===== src/rtl/pgm_seq_pkg.sv =====
package pgm_seq_pkg;
   localparam logic [7:0] CMD_PROG  = 8'h40;
   localparam logic [7:0] CMD_CHECK = 8'hC0;
   localparam logic [7:0] CMD_READ  = 8'h00;

   typedef enum logic [1:0] {
      PH_IDLE, PH_SETUP, PH_STROBE, PH_HOLD
   } bus_phase_e;

   typedef enum logic [2:0] {
      ST_IDLE, ST_CMD, ST_DATA, ST_PULSE, ST_VCMD, ST_SETTLE, ST_READ, ST_EXIT
   } seq_step_e;
endpackage


===== src/rtl/pgm_us_timer.sv =====
module pgm_us_timer #(
   parameter int CLK_PER_US = 125,
   parameter int UW         = 4
) (
   input  logic          clk,
   input  logic          rst_n,
   input  logic          start_i,
   input  logic [UW-1:0] n_us_i,
   output logic          fire_o
);
   logic          run_q;
   logic [UW-1:0] us_q, n_q;
   logic          us_end;

   generate
      if (CLK_PER_US == 1) begin : g_direct
         assign us_end = run_q;
      end else begin : g_presc
         localparam int PW = $clog2(CLK_PER_US);
         logic [PW-1:0] pre_q;
         assign us_end = run_q && (pre_q == PW'(CLK_PER_US - 1));
         always_ff @(posedge clk or negedge rst_n) begin
            if (!rst_n)                 pre_q <= '0;
            else if (start_i || us_end) pre_q <= '0;
            else if (run_q)             pre_q <= pre_q + 1'b1;
         end
      end
   endgenerate

   assign fire_o = us_end && (us_q == n_q - 1'b1);

   always_ff @(posedge clk or negedge rst_n) begin
      if (!rst_n) begin
         run_q <= 1'b0;
         us_q  <= '0;
         n_q   <= '0;
      end else if (start_i) begin
         run_q <= 1'b1;
         us_q  <= '0;
         n_q   <= n_us_i;
      end else if (fire_o) begin
         run_q <= 1'b0;
      end else if (us_end) begin
         us_q  <= us_q + 1'b1;
      end
   end
endmodule


===== src/rtl/pgm_bus_engine.sv =====
module pgm_bus_engine
   import pgm_seq_pkg::*;
#(
   parameter int AW         = 17,
   parameter int SETUP_CYC  = 2,
   parameter int STROBE_CYC = 3,
   parameter int HOLD_CYC   = 2
) (
   input  logic          clk,
   input  logic          rst_n,
   input  logic          go_i,
   input  logic          rd_i,
   input  logic [AW-1:0] addr_i,
   input  logic [7:0]    data_i,
   output logic [AW-1:0] addr_o,
   output logic [7:0]    data_o,
   output logic          ce_n_o,
   output logic          oe_n_o,
   output logic          we_n_o,
   output logic          done_o
);
   localparam int MAXC = (SETUP_CYC > STROBE_CYC) ?
                         ((SETUP_CYC > HOLD_CYC) ? SETUP_CYC : HOLD_CYC) :
                         ((STROBE_CYC > HOLD_CYC) ? STROBE_CYC : HOLD_CYC);
   localparam int CW = $clog2(MAXC + 1);

   bus_phase_e    ph_q;
   logic [CW-1:0] cnt_q;
   logic          rd_q;

   assign done_o = (ph_q == PH_HOLD) && (cnt_q == CW'(HOLD_CYC - 1));
   assign ce_n_o = (ph_q == PH_IDLE);
   assign we_n_o = !((ph_q == PH_STROBE) && !rd_q);
   assign oe_n_o = !(rd_q && (ph_q != PH_IDLE));

   always_ff @(posedge clk or negedge rst_n) begin
      if (!rst_n) begin
         ph_q   <= PH_IDLE;
         cnt_q  <= '0;
         rd_q   <= 1'b0;
         addr_o <= '0;
         data_o <= '0;
      end else begin
         unique case (ph_q)
            PH_IDLE: if (go_i) begin
               ph_q   <= PH_SETUP;
               cnt_q  <= '0;
               rd_q   <= rd_i;
               addr_o <= addr_i;
               data_o <= data_i;
            end
            PH_SETUP:
               if (cnt_q == CW'(SETUP_CYC - 1)) begin
                  ph_q <= PH_STROBE; cnt_q <= '0;
               end else cnt_q <= cnt_q + 1'b1;
            PH_STROBE:
               if (cnt_q == CW'(STROBE_CYC - 1)) begin
                  ph_q <= PH_HOLD; cnt_q <= '0;
               end else cnt_q <= cnt_q + 1'b1;
            PH_HOLD:
               if (done_o) begin
                  ph_q <= PH_IDLE; cnt_q <= '0; rd_q <= 1'b0;
               end else cnt_q <= cnt_q + 1'b1;
            default: ph_q <= PH_IDLE;
         endcase
      end
   end
endmodule


===== src/rtl/pgm_retry_seq.sv =====
module pgm_retry_seq
   import pgm_seq_pkg::*;
#(
   parameter int AW         = 17,
   parameter int LW         = 17,
   parameter int CLK_PER_US = 125,
   parameter int PULSE_US   = 10,
   parameter int VERIFY_US  = 6,
   parameter int MAX_TRIES  = 25,
   parameter int SETUP_CYC  = 2,
   parameter int STROBE_CYC = 3,
   parameter int HOLD_CYC   = 2
) (
   input  logic          clk,
   input  logic          rst_n,
   input  logic          start_i,
   input  logic [AW-1:0] base_addr_i,
   input  logic [LW-1:0] len_i,
   output logic [LW-1:0] src_idx_o,
   input  logic [7:0]    src_data_i,
   output logic [AW-1:0] fl_addr_o,
   output logic [7:0]    fl_wdata_o,
   input  logic [7:0]    fl_rdata_i,
   output logic          fl_ce_n_o,
   output logic          fl_oe_n_o,
   output logic          fl_we_n_o,
   output logic          done_o,
   output logic          fail_o
);
   localparam int UMAX = (PULSE_US > VERIFY_US) ? PULSE_US : VERIFY_US;
   localparam int UW   = $clog2(UMAX + 1);
   localparam int TW   = $clog2(MAX_TRIES + 1);

   if (SETUP_CYC < 1 || STROBE_CYC < 1 || HOLD_CYC < 1) begin : g_bad_strobe
      $error("strobe phase counts must be at least 1");
   end
   if (CLK_PER_US < 1 || PULSE_US < 1 || VERIFY_US < 1) begin : g_bad_time
      $error("timing parameters must be at least 1");
   end
   if (MAX_TRIES < 1 || AW < 1 || LW < 1) begin : g_bad_size
      $error("sizes and attempt limit must be at least 1");
   end

   seq_step_e     step_q;
   logic          launched_q;
   logic [AW-1:0] base_q;
   logic [LW-1:0] len_q, idx_q;
   logic [TW-1:0] tries_q;
   logic          fail_pend_q;

   logic          bus_step, tmr_step, go, tgo, bus_done, t_fire, advance;
   logic [7:0]    wbyte;
   logic [UW-1:0] n_us;

   assign bus_step = (step_q == ST_CMD) || (step_q == ST_DATA) || (step_q == ST_VCMD) ||
                     (step_q == ST_READ) || (step_q == ST_EXIT);
   assign tmr_step = (step_q == ST_PULSE) || (step_q == ST_SETTLE);
   assign go       = bus_step && !launched_q;
   assign tgo      = tmr_step && !launched_q;
   assign advance  = (bus_step && bus_done) || (tmr_step && t_fire);
   assign n_us     = (step_q == ST_PULSE) ? UW'(PULSE_US) : UW'(VERIFY_US);
   assign src_idx_o = idx_q;

   always_comb begin
      unique case (step_q)
         ST_CMD:  wbyte = CMD_PROG;
         ST_DATA: wbyte = src_data_i;
         ST_VCMD: wbyte = CMD_CHECK;
         default: wbyte = CMD_READ;
      endcase
   end

   pgm_bus_engine #(
      .AW(AW), .SETUP_CYC(SETUP_CYC), .STROBE_CYC(STROBE_CYC), .HOLD_CYC(HOLD_CYC)
   ) u_bus (
      .clk(clk), .rst_n(rst_n), .go_i(go), .rd_i(step_q == ST_READ),
      .addr_i(base_q + AW'(idx_q)), .data_i(wbyte),
      .addr_o(fl_addr_o), .data_o(fl_wdata_o),
      .ce_n_o(fl_ce_n_o), .oe_n_o(fl_oe_n_o), .we_n_o(fl_we_n_o), .done_o(bus_done)
   );

   pgm_us_timer #(.CLK_PER_US(CLK_PER_US), .UW(UW)) u_tmr (
      .clk(clk), .rst_n(rst_n), .start_i(tgo), .n_us_i(n_us), .fire_o(t_fire)
   );

   always_ff @(posedge clk or negedge rst_n) begin
      if (!rst_n) begin
         step_q      <= ST_IDLE;
         launched_q  <= 1'b0;
         base_q      <= '0;
         len_q       <= '0;
         idx_q       <= '0;
         tries_q     <= '0;
         fail_pend_q <= 1'b0;
         done_o      <= 1'b0;
         fail_o      <= 1'b0;
      end else if (step_q == ST_IDLE) begin
         if (start_i) begin
            base_q      <= base_addr_i;
            len_q       <= len_i;
            idx_q       <= '0;
            tries_q     <= TW'(1);
            fail_pend_q <= 1'b0;
            done_o      <= 1'b0;
            fail_o      <= 1'b0;
            step_q      <= (len_i == '0) ? ST_EXIT : ST_CMD;
         end
      end else if (advance) begin
         launched_q <= 1'b0;
         unique case (step_q)
            ST_CMD:    step_q <= ST_DATA;
            ST_DATA:   step_q <= ST_PULSE;
            ST_PULSE:  step_q <= ST_VCMD;
            ST_VCMD:   step_q <= ST_SETTLE;
            ST_SETTLE: step_q <= ST_READ;
            ST_READ:
               if (fl_rdata_i == src_data_i) begin
                  tries_q <= TW'(1);
                  if (idx_q == len_q - 1'b1) step_q <= ST_EXIT;
                  else begin
                     idx_q  <= idx_q + 1'b1;
                     step_q <= ST_CMD;
                  end
               end else if (tries_q == TW'(MAX_TRIES)) begin
                  fail_pend_q <= 1'b1;
                  step_q      <= ST_EXIT;
               end else begin
                  tries_q <= tries_q + 1'b1;
                  step_q  <= ST_CMD;
               end
            ST_EXIT: begin
               done_o <= 1'b1;
               fail_o <= fail_pend_q;
               step_q <= ST_IDLE;
            end
            default: step_q <= ST_IDLE;
         endcase
      end else if (go || tgo) begin
         launched_q <= 1'b1;
      end
   end
endmodule


===== config.mk =====
export PLATFORM = sky130hd
export DESIGN_NAME = pgm_retry_seq
export DESIGN_NICKNAME = d
export VERILOG_FILES = /design/src/rtl/pgm_seq_pkg.sv /design/src/rtl/pgm_us_timer.sv /design/src/rtl/pgm_bus_engine.sv /design/src/rtl/pgm_retry_seq.sv
export SDC_FILE = /design/constraint.sdc
export NUM_CORES = 1
export LEC_CHECK = 0
export BUFFER_PORTS_ARGS = -buffer_cell sky130_fd_sc_hd__buf_2
export CAP_MARGIN = 20
export CORE_ASPECT_RATIO = 1.75
export CORE_MARGIN = 2
export CORE_UTILIZATION = 30
export DETAILED_ROUTE_END_ITERATION = 6
export MAX_ROUTING_LAYER = met4
export SLEW_MARGIN = 20
export SYNTH_ARGS = -nofsm -noshare
export SYNTH_HDL_FRONTEND = slang
export SYNTH_HIERARCHICAL = 1
export SYNTH_SLANG_ARGS = --single-unit

===== constraint.sdc =====
create_clock -name clk -period 4.43 [get_ports clk]
set_input_delay 0.6645 -clock clk [delete_from_list [all_inputs] [get_ports clk]]
set_output_delay 0.6645 -clock clk [all_outputs]
set_load 0.02 [all_outputs]

==> metrics.md <==
| Metric | Value |
|---|---|
| #FFs+latches synth | 109 |
| Ant diodes | 0 |
| First-pass GRT wire length | 28100 um |
| Fraction of layout cells with a size suffix above 1 | 20.4% |
| DIE HEIGHT | 201 um |
| Starting density of the core | 30.3% |
| Vias in the first global route | 5487 |
| Slew HR | 31.4% |
| Syn Inst Count | 724 |
| Buffers added on ports | 99 |
| Leakage power | 0.00375 uW |
| Drt drc | 0 |
| Hold Buf Count CTS | 0 |
| Flop2flop setup slack | 0.73 ns |
| Vias | 5488 |
| Largest family of logic cells by synthesized area | simple AND/OR/NAND/NOR gates |
| WP data required | 4.69 ns |
| # IOs | 100 |
| Syn Nets | 806 |
| Core area | 21900 um2 |
| Worst path max stage delay | 0.71 ns |
| Yosys top cell area share | 41.1% |
| RSZ-0062 raised after global routing | no |
| Setup_tns | 0 ns |
| Synth Flop Type | dfrtp_1 |
| Sink Count | 109 |
| Synth unique cells | 72 |
| Clock Path Buffers | 2 |
| Sequential-to-total area share from yosys stat | 41.1% |
| Async SR Flop Fraction | 100% |
| Skew-Pair Late Insertion Delay | 0.36 ns |
| Critical path capture point type | register |
| Slowest stage cell, crit path | a211oi_2 |
| Final setup margin | 0.733 ns |
| Least-Margin Pin Slew | 1.03 ns |
| Crit path DAT | 3.95 ns |
| Post-synthesis cell area | 6630 um2 |
| Clk slew on worst S/H paths | 0.08 ns |
| TritonCTS clock tree | done |
| Final Cycle Share | 83.4% |
| H-tree levels | 3 |
| Compound-Gate Fraction of Synth Area | 13.0% |
| Post-Route WL | 17300 um |
| Cts repair resizes | 0 |
| Period minus WS final | 3.70 ns |
| Yosys warning total | 6 |
| Final slew viol count | 0 |
| Simple-gate area share of the yosys netlist | 23.2% |
| Power Density | 247 nW/um2 |
| Status | complete, no violations |
| Setup Fix Bufs, Post-CTS | 0 |
| Pre-CTS setup slack | 0.730 ns |
| Routed len/inst | 15.6 um |
| Mean post-synth cell area | 9.16 um2 |
| DRT Pass-1 Iters | 4 |
| Max_cap viols | 0 |
| All-Layer GR Usage | 15.8% |
| Worst reg2reg path depth | 15 |
| R2r endpoint | src_idx_o[11] |
| EDFF count, synth | 0 |
| Hold Vio Cnt, Final | 0 |
| Crit path cell chain | inv_1 -> ha_1 -> xnor2_1 -> or4b_4 -> o22ai_1 -> nand2_1 -> inv_1 -> mux2i_1 -> nor2_1 -> o21ai_0 -> nand3_1 -> nand3_1 -> a211oi_2 -> a31oi_1 -> a41o_1 |
| Max Fanout on Critical Path | 12 |
| Chip width | 116 um |
| Post-Synth XOR/XNOR Area | 7.53% |
| Layout area overhead | 16.0% |
| # rows | 72 |
| Vias per cell | 4.94 |
| CP Class | register to register |
| Worst R2R Start | u_tmr/n_q[0] |
| Initial DRC count | 308 |
| Cell accounting for the most synthesized area | dfrtp_1 |
| Mux share of post-synthesis cell area | 5.85% |
| Die area | 23400 um2 |
| Final HPWL DP | 13100 um |
| Largest net degree at the start of global routing | 68 |
| Final nets | 893 |
| TritonCTS Buffers | 9 |
| Dominant cells by area after synthesis | dfrtp_1, nand2_1, xnor2_1, ha_1, mux2_2 |
| Antenna violations before repair | 0 |
| Clock Tree Root | clkbuf_16 |
| Clock skew | 0.00875 ns |
| Remaining Overflow, GRT | 0 |
| Setup crit start kind | register |
| Final RePlAce weighted congestion | 0.822 |
| Fraction of the mapped netlist area in adder cells | 5.59% |
| Fmax achieved | 0.271 GHz |
| HP Class | primary input to asynchronous set/reset pin |
| DRT antenna net count | 0 |
| VDD IR max | 0.158 mV |
| Setup violators final | 0 |
[worst max-delay path, delay by kind of cell, from the launching register on]
family / cells / cell delay (ns)
buf+inv: 2 / 0.17
fa+ha+maj: 1 / 0.31
xor+xnor: 1 / 0.15
mux: 1 / 0.07
flops: 1 / 0.38
compound gates: 5 / 1.38
simple gates: 5 / 1.14
[cell usage in the layout, fill, tap and decap left out, types with 5 or more instances in the layout]
| cell type | n |
|---|---|
| mux2_2 | 24 |
| a211oi_1 | 9 |
| nand4_1 | 14 |
| mux2i_1 | 8 |
| clkbuf_16 | 9 |
| xnor2_1 | 43 |
| ha_1 | 28 |
| inv_1 | 24 |
| xor2_1 | 14 |
| buf_4 | 7 |
| nand2_1 | 137 |
| or2_2 | 5 |
| o31ai_1 | 7 |
| a31oi_1 | 5 |
| buf_2 | 98 |
| nand2b_1 | 10 |
| a21oi_1 | 30 |
| nor3_1 | 14 |
| nor4_1 | 6 |
| and3_1 | 6 |
| nor2b_1 | 8 |
| nor2_1 | 51 |
| and2_1 | 10 |
| or3_1 | 10 |
| dfrtp_1 | 109 |
| o21ai_0 | 29 |
| nand3_1 | 20 |
[per-layer routing]
metal,vias up,share of wire [%],global-route usage (%)
li1,2692,-,-
met1,2672,38,17.2
met2,95,56,28.4
met3,29,3.3,2.48
met4,0,2.5,5.78
met5,-,0,-
[power breakdown]
| part | internal (uW) | switching (uW) | total (uW) | leakage (uW) |
|---|---|---|---|---|
| clock | 438 | 394 | 832 | 0.000131 |
| combinational | 26.5 | 42.2 | 68.7 | 0.00217 |
| sequential | 995 | 0.691 | 996 | 0.00145 |
| total | 1460 | 436 | 1900 | 0.00375 |
[metrics by stage]
stage / instance area (um2) / utilization, % / cells / hold slack (ns) / power [uW]
floorplan: 6630 / - / 724 / 0.369 / 1030
global placement: 7400 / 33.8 / 1096 / 0.461 / 1090
detailed placement: 7400 / 33.8 / 1096 / 0.467 / 1090
CTS: 7690 / 35.1 / 1111 / 0.481 / 1920
global route: 7690 / 35.1 / 1111 / 0.494 / 1960
finish: 7690 / 35.1 / 1111 / 0.411 / 1900
[worst max path at each step]
| stage | from | to | depth (start not counted) |
|---|---|---|---|
| finish | u_tmr/n_q[0] | src_idx_o[11] | 15 |
| global route | u_tmr/n_q[0] | src_idx_o[11] | 15 |
| CTS | u_tmr/n_q[0] | src_idx_o[11] | 15 |
| detailed placement | u_tmr/n_q[0] | src_idx_o[11] | 15 |
| global placement | u_tmr/n_q[0] | src_idx_o[11] | 15 |
| floorplan | u_tmr/n_q[0] | src_idx_o[10] | 16 |
[Yosys cell counts (all sizes together) (4+ instances only)]
library cell / instances
buf: 10
and3: 6
a21o: 4
o21ai: 29
nand4: 14
a31o: 6
or2: 6
mux2: 27
nand2b: 10
o21a: 4
and2: 11
mux2i: 8
a21oi: 30
xnor2: 43
o31ai: 7
nand3: 20
a31oi: 5
nor3b: 4
clkbuf: 19
nor2b: 8
nand2: 138
dfrtp: 109
nor3: 14
inv: 24
or4: 5
xor2: 14
or3: 10
a211oi: 10
ha: 28
nor4: 9
nor2: 51
o211ai: 4
[cells by family (layout without fill, tap and decap cells)]
group	Yosys count	in the layout
simple gates	315	315
compound gates	124	124
flops	109	109
xor+xnor	57	57
buf+inv	53	144
mux	35	35
fa+ha+maj	29	29
other cells	2	2
[final cells by class]
| cell class | instances | area, um2 |
|---|---|---|
| clock buffers | 10 | 229 |
| clock inverters | 5 | 61.3 |
| fillers | 2279 | 14200 |
| inverters | 24 | 90.1 |
| multi-input cells | 562 | 3670 |
| flip-flops and latches | 109 | 2730 |
| well taps | 296 | 370 |
| repair buffers | 105 | 543 |
[registers in the layout, summed over array words and instances (netlist names), 5 cells and up]
register / flops
base_q: 17
len_q: 17
src_idx_o: 17
tries_q: 5
u_bus/addr_o: 17
u_bus/data_o: 8
u_tmr/g_presc.pre_q: 7
(Power assumes the default switching activity.)
